===== src/rtl/sld_pkg.sv =====
package sld_pkg;
   localparam int unsigned ELEM_BITS = 64;
   typedef logic [ELEM_BITS-1:0] elem_t;
   typedef enum logic {SLD_IDLE = 1'b0, SLD_RUN = 1'b1} sld_state_e;
endpackage


===== src/rtl/sld_pick.sv =====
// Lowest-set-bit selector: index of the first pending element.
module sld_pick #(
   parameter int unsigned N     = 8,
   localparam int unsigned IDX_W = (N > 1) ? $clog2(N) : 1
) (
   input  logic [N-1:0]     vec_i,
   output logic [IDX_W-1:0] idx_o,
   output logic             any_o
);
   always_comb begin
      idx_o = '0;
      for (int i = N - 1; i >= 0; i--) begin
         if (vec_i[i]) idx_o = IDX_W'(i);
      end
      any_o = |vec_i;
   end
endmodule


===== src/rtl/sld_agen.sv =====
// Element address: base + idx * stride, wrapping at ADDR_W bits.
module sld_agen #(
   parameter int unsigned ADDR_W  = 64,
   parameter int unsigned IDX_W   = 3,
   parameter bit          SHIFT_ADD = 1'b1
) (
   input  logic [ADDR_W-1:0] base_i,
   input  logic [ADDR_W-1:0] stride_i,
   input  logic [IDX_W-1:0]  idx_i,
   output logic [ADDR_W-1:0] addr_o
);
   generate
      if (SHIFT_ADD) begin : g_shift_add
         logic [ADDR_W-1:0] acc [IDX_W+1];
         assign acc[0] = base_i;
         for (genvar b = 0; b < IDX_W; b++) begin : g_bit
            assign acc[b+1] = acc[b] + (idx_i[b] ? (stride_i << b) : '0);
         end
         assign addr_o = acc[IDX_W];
      end else begin : g_mul
         assign addr_o = base_i + stride_i * ADDR_W'(idx_i);
      end
   endgenerate
endmodule


===== src/rtl/sld_elem_buf.sv =====
// Element slot storage with start-time policy fill and response writes.
module sld_elem_buf #(
   parameter int unsigned N      = 8,
   parameter int unsigned DATA_W = 64,
   localparam int unsigned IDX_W = (N > 1) ? $clog2(N) : 1
) (
   input  logic              clk_i,
   input  logic              rst_ni,
   input  logic              fill_en_i,
   input  logic [N-1:0]      fill_vec_i,
   input  logic              wr_en_i,
   input  logic [IDX_W-1:0]  wr_idx_i,
   input  logic [DATA_W-1:0] wr_data_i,
   output logic [N*DATA_W-1:0] data_o
);
   generate
      for (genvar s = 0; s < N; s++) begin : g_slot
         logic [DATA_W-1:0] slot_q;
         always_ff @(posedge clk_i or negedge rst_ni) begin
            if (!rst_ni) begin
               slot_q <= '0;
            end else if (fill_en_i && fill_vec_i[s]) begin
               slot_q <= '1;
            end else if (wr_en_i && (wr_idx_i == IDX_W'(s))) begin
               slot_q <= wr_data_i;
            end
         end
         assign data_o[s*DATA_W +: DATA_W] = slot_q;
      end
   endgenerate
endmodule


===== src/rtl/stride_load_seq.sv =====
module stride_load_seq
   import sld_pkg::*;
#(
   parameter int unsigned ELEMS     = 8,
   parameter int unsigned ADDR_W    = 64,
   parameter int unsigned DATA_W    = 64,
   parameter bit          SHIFT_ADD = 1'b1,
   localparam int unsigned VL_W  = $clog2(ELEMS + 1),
   localparam int unsigned IDX_W = (ELEMS > 1) ? $clog2(ELEMS) : 1
) (
   input  logic                  clk_i,
   input  logic                  rst_ni,
   input  logic                  start_i,
   input  logic [ADDR_W-1:0]     base_i,
   input  logic [ADDR_W-1:0]     stride_i,
   input  logic [VL_W-1:0]       vl_i,
   input  logic                  unmasked_i,
   input  logic [ELEMS-1:0]      mask_i,
   input  logic                  mask_agn_i,
   input  logic                  tail_agn_i,
   output logic                  busy_o,
   output logic                  req_valid_o,
   input  logic                  req_ready_i,
   output logic [ADDR_W-1:0]     req_addr_o,
   input  logic                  rsp_valid_i,
   input  logic [DATA_W-1:0]     rsp_data_i,
   output logic                  done_o,
   output logic [ELEMS*DATA_W-1:0] buf_o
);
   generate
      if (ELEMS < 1) begin : g_bad_elems
         $error("stride_load_seq: ELEMS must be at least 1");
      end
      if (DATA_W != ELEM_BITS) begin : g_bad_data
         $error("stride_load_seq: elements are fixed at 64 bits");
      end
      if (ADDR_W < 8) begin : g_bad_addr
         $error("stride_load_seq: ADDR_W too narrow");
      end
   endgenerate

   sld_state_e        state_q;
   logic [ADDR_W-1:0] base_q, stride_q;
   logic [ELEMS-1:0]  iss_pend_q, rsp_pend_q;
   logic [ELEMS-1:0]  act_vec, fill_vec;
   logic [IDX_W-1:0]  iss_idx, rsp_idx;
   logic              iss_any, rsp_any;
   logic              accept, running, req_fire, rsp_fire;

   // Classify slots from the start command.
   always_comb begin
      for (int i = 0; i < ELEMS; i++) begin
         if (VL_W'(i) < vl_i) begin
            act_vec[i]  = unmasked_i | mask_i[i];
            fill_vec[i] = ~act_vec[i] & mask_agn_i;
         end else begin
            act_vec[i]  = 1'b0;
            fill_vec[i] = tail_agn_i;
         end
      end
   end

   assign running = (state_q == SLD_RUN);
   assign accept  = start_i & ~running;

   sld_pick #(.N(ELEMS)) u_iss_pick (.vec_i(iss_pend_q), .idx_o(iss_idx), .any_o(iss_any));
   sld_pick #(.N(ELEMS)) u_rsp_pick (.vec_i(rsp_pend_q), .idx_o(rsp_idx), .any_o(rsp_any));

   sld_agen #(.ADDR_W(ADDR_W), .IDX_W(IDX_W), .SHIFT_ADD(SHIFT_ADD)) u_agen (
      .base_i  (base_q),
      .stride_i(stride_q),
      .idx_i   (iss_idx),
      .addr_o  (req_addr_o)
   );

   assign req_valid_o = running & iss_any;
   assign req_fire    = req_valid_o & req_ready_i;
   assign rsp_fire    = running & rsp_valid_i & rsp_any;
   assign done_o      = running & ~rsp_any;
   assign busy_o      = running;

   always_ff @(posedge clk_i or negedge rst_ni) begin
      if (!rst_ni) begin
         state_q    <= SLD_IDLE;
         base_q     <= '0;
         stride_q   <= '0;
         iss_pend_q <= '0;
         rsp_pend_q <= '0;
      end else if (accept) begin
         state_q    <= SLD_RUN;
         base_q     <= base_i;
         stride_q   <= stride_i;
         iss_pend_q <= act_vec;
         rsp_pend_q <= act_vec;
      end else if (running) begin
         if (req_fire) iss_pend_q <= iss_pend_q & ~(ELEMS'(1) << iss_idx);
         if (rsp_fire) rsp_pend_q <= rsp_pend_q & ~(ELEMS'(1) << rsp_idx);
         if (done_o)   state_q    <= SLD_IDLE;
      end
   end

   sld_elem_buf #(.N(ELEMS), .DATA_W(DATA_W)) u_buf (
      .clk_i     (clk_i),
      .rst_ni    (rst_ni),
      .fill_en_i (accept),
      .fill_vec_i(fill_vec),
      .wr_en_i   (rsp_fire),
      .wr_idx_i  (rsp_idx),
      .wr_data_i (rsp_data_i),
      .data_o    (buf_o)
   );
endmodule


===== config.mk =====
export PLATFORM = sky130hd
export DESIGN_NAME = stride_load_seq
export DESIGN_NICKNAME = d
export VERILOG_FILES = /design/src/rtl/sld_pkg.sv /design/src/rtl/sld_pick.sv /design/src/rtl/sld_agen.sv /design/src/rtl/sld_elem_buf.sv /design/src/rtl/stride_load_seq.sv
export SDC_FILE = /design/constraint.sdc
export NUM_CORES = 2
export LEC_CHECK = 0
export ABC_AREA = 1
export CAP_MARGIN = 20
export CORE_AREA = 8 8 304 306
export CTS_CLUSTER_DIAMETER = 100
export DETAILED_ROUTE_END_ITERATION = 16
export DIE_AREA = 0 0 312 314
export DONT_BUFFER_PORTS = 1
export SYNTH_ARGS = -nofsm -noshare
export SYNTH_HDL_FRONTEND = slang
export SYNTH_SLANG_ARGS = --single-unit

===== constraint.sdc =====
create_clock -name clk_i -period 5.5 [get_ports clk_i]
set_input_delay 0.275 -clock clk_i [delete_from_list [all_inputs] [get_ports clk_i]]
set_output_delay 0.275 -clock clk_i [all_outputs]
set_load 0.05 [all_outputs]

==> summary.txt <==
Critical path
  – Critical Path RT: 5.22 ns
  – CP endpoint kind: primary output
  – Crit Path Class: register to primary output
  – Critical Path AT: 4.99 ns
  – Reg2reg start: busy_o
  – Worst setup SP type: register
  – CP max stage cell: fa_1
  – R2r setup slk: 1.60 ns
  – Worst setup startpoint: iss_pend_q[3]
  – Max FO, Critical Path: 22
  – Worst path max stage delay: 0.50 ns
  – Cells along the critical path: inv_1, nand2_1, nor2_1, inv_1, nor2_4, buf_4, buf_12, nand2_1, fa_1, fa_1, inv_1, ha_1, nand2_1, nor2_1, inv_1, nor2_2, nand3_2, nor3_1, nand2_2, nand3_1, nand2_1, nand2_2, buf_12

STA
  – Fmax: 190 MHz
  – RSZ-0062 raised after global routing: true
  – Fin crit share: 95.7%
  – Max-slew violation count: 482
  – Final Hold Viols: 425
  – Hold WS: -0.663 ns
  – Endpoints failing setup: 0
  – Worst clock skew: 0.0263 ns
  – Worst relative slew slack: -125%
  – Final worst path period need: 5.26 ns
  – Slew @ Worst Pin: 3.37 ns
  – Setup total negative slack: 0 ns
  – Setup ws final: 0.238 ns

Route
  – # DRC: 0
  – First-pass DRT Iterations: 6
  – Vias: 32.2k
  – Vias per cell: 5.35
  – WL per Instance: 24.5 µm
  – Post-Route WL: 147 mm
  – Iteration-0 DRC Markers: 3275
  – Routed Antenna Nets: 0

Floorplanning
  – Initial core utilization: 40.6%
  – Die width: 312 µm
  – Total I/O pin count: 791
  – Die Ht: 314 µm
  – Std-Cell Core Area: 0.0876 mm²
  – Cell Rows: 109
  – Die area: 0.0980 mm²

Clocking
  – CTS Root Cell: clkbuf_16
  – Hold Buf Count CTS: 211
  – CTS clk-pin slew, worst paths: 0.06 ns
  – CTS Sinks: 657
  – Clk_lat worst skew: 0.66 ns
  – Clk buf depth: 3
  – CTS Buf Count: 76
  – H-Tree Depth: 3
  – TritonCTS clock tree: yes

Logic synthesis
  – Mapped Avg Cell Area: 7.74 µm²
  – Mapped Area: 0.0355 mm²
  – Register area share after synthesis: 46.3%
  – Synth Flop Type: dfrtp_1
  – #FFs+latches synth: 657
  – Async SR Flop Fraction: 100%
  – Post-Syn Nets: 4988
  – Post-synth EDFFs: 0
  – Post-synthesis cell type count: 36
  – Synth Instances: 4589
  – Synth Warn #: 0

Cells and area
  – Layout area overhead: 20.1%
  – Post-route insts no fill: 6014
  – Layout cells sized above 1: 8.56%
  – Commonest non-fill, non-tap cell in the layout: nand2_1
  – Filler Cells Inserted: 8526
  – Layout net count: 5168
  – Leading cell types in the layout, fill and taps excluded: nand2_1 (1871), dfrtp_1 (657), inv_1 (481), nand3_1 (336), o21ai_0 (311)

Global route
  – First-pass GRT wire length: 214 mm
  – Initial antenna violation count: 16
  – Total GRT Usage: 28.7%
  – Vias in the first global route: 31.5k
  – Overflow after GRT: 0
  – Largest net degree at the start of global routing: 658

Placed design
  – IO buf count: 0
  – Final GP Congestion: 1.02
  – Pre-CTS WS: 0.412 ns
  – Placed insts: 5640
  – DP Wirelength: 105 mm

Outcome
  – Failing checks: negative hold slack, max-slew violations
  – Status: finished with violations

Worst hold path
  – Worst Hold Class: input pin to async pin

Job
  – Maxcap violations: 0
==> logic make-up (layout without fill, tap and decap cells) <==
group,after synthesis,in the layout,synth area share (%)
xor gates and xnor gates,35,35,0.863
buffers and inverters,719,957,8.05
DFF,657,657,46.3
and+or+nand+nor,2479,2479,27.7
other,0,22,0
adders and majority gates,187,187,9.20
AOI/OAI and AO/OA,512,512,7.89
==> worst max-delay path, delay by kind of cell, from the launching register on <==
family / cells / cell delay (ns)
buffers and inverters: 7 / 0.76
flip-flops: 1 / 0.37
adder cells (fa/ha/maj): 3 / 1.37
AND/OR/NAND/NOR: 13 / 1.82
==> final cells by class <==
cell class	count	area [µm²]	share of cell area (%)
multi-input combinational	3213	16900	39.6
clock buffer	115	2270	5.32
tap	1165	1460	3.41
timing repair buffer	320	3360	7.86
sequential	657	16400	38.5
inverter	501	1900	4.44
clock inverter	21	319	0.747
antenna	22	55.1	0.129
==> through the flow <==
step / utilization, % / area [µm²] / hold WS [ns]
finish: 48.8 / 42700 / -0.663
global route: 48.7 / 42600 / -0.704
CTS: 48.0 / 42000 / -0.705
detailed placement: 42.5 / 37200 / 0.00445
global placement: 42.4 / 37100 / 0.00305
floorplan: - / 35500 / -0.0206
==> per-layer routing <==
metal / up-vias / share of wire (%) / track usage, %
li1: 14644 / - / -
met1: 15601 / 37 / 33.7
met2: 1588 / 47 / 47.4
met3: 349 / 11 / 10.3
met4: 2 / 5.4 / 12.6
met5: - / 0.0088 / 0
==> sequential cells by signal, indices dropped and copies added (netlist names) <==
| register | flops |
|---|---|
| iss_pend_q | 8 |
| rsp_pend_q | 8 |
| busy_o | 1 |
| base_q | 64 |
| stride_q | 64 |
| u_buf.g_slot.slot_q | 512 |
==> cell usage after synthesis (2+ instances only) <==
| cell | instances | area [µm²] |
|---|---|---|
| buf_2 | 86 | 430 |
| ha_1 | 63 | 788 |
| inv_2 | 13 | 48.8 |
| o211ai_1 | 67 | 503 |
| nand2_1 | 1921 | 7210 |
| o21ai_1 | 41 | 205 |
| dfrtp_1 | 657 | 16400 |
| o21ai_0 | 315 | 1580 |
| xnor2_1 | 2 | 17.5 |
| a21o_1 | 3 | 22.5 |
| o31ai_1 | 3 | 22.5 |
| a21oi_1 | 66 | 330 |
| nand3_1 | 351 | 1760 |
| nor4_1 | 3 | 18.8 |
| clkinv_1 | 2 | 7.51 |
| xor2_1 | 33 | 289 |
| nand4_1 | 16 | 100 |
| or2_2 | 7 | 43.8 |
| o21bai_1 | 13 | 97.6 |
| nand3b_1 | 2 | 15.0 |
| clkbuf_1 | 112 | 420 |
| buf_4 | 13 | 97.6 |
| buf_1 | 6 | 22.5 |
| nor2_1 | 159 | 597 |
| inv_1 | 486 | 1820 |
| fa_1 | 124 | 2480 |
| nand3_2 | 2 | 20.0 |
| nor3_1 | 15 | 75.1 |
==> worst paths after layout <==
path,endpoint,depth (start not counted)
setup / recovery,req_addr_o[55],23
hold / removal,stride_q[24],0
setup reg to reg,u_buf.g_slot[5].slot_q[21],9
hold reg to reg,iss_pend_q[1],2
max in group asynchronous,stride_q[58],0
min in group clk_i,rsp_pend_q[4],4
==> what timing repair did <==
action	CTS	global route
buffers inserted	0	3
gates resized for setup	29	153
setup endpoints to repair	42	49
hold endpoints to repair	1306	657
pin swaps	0	7
gates cloned	0	1
Power is left out: the tool's default activity adds up to more than one toggle a clock period on the data nets, which glitch-free logic cannot reach.
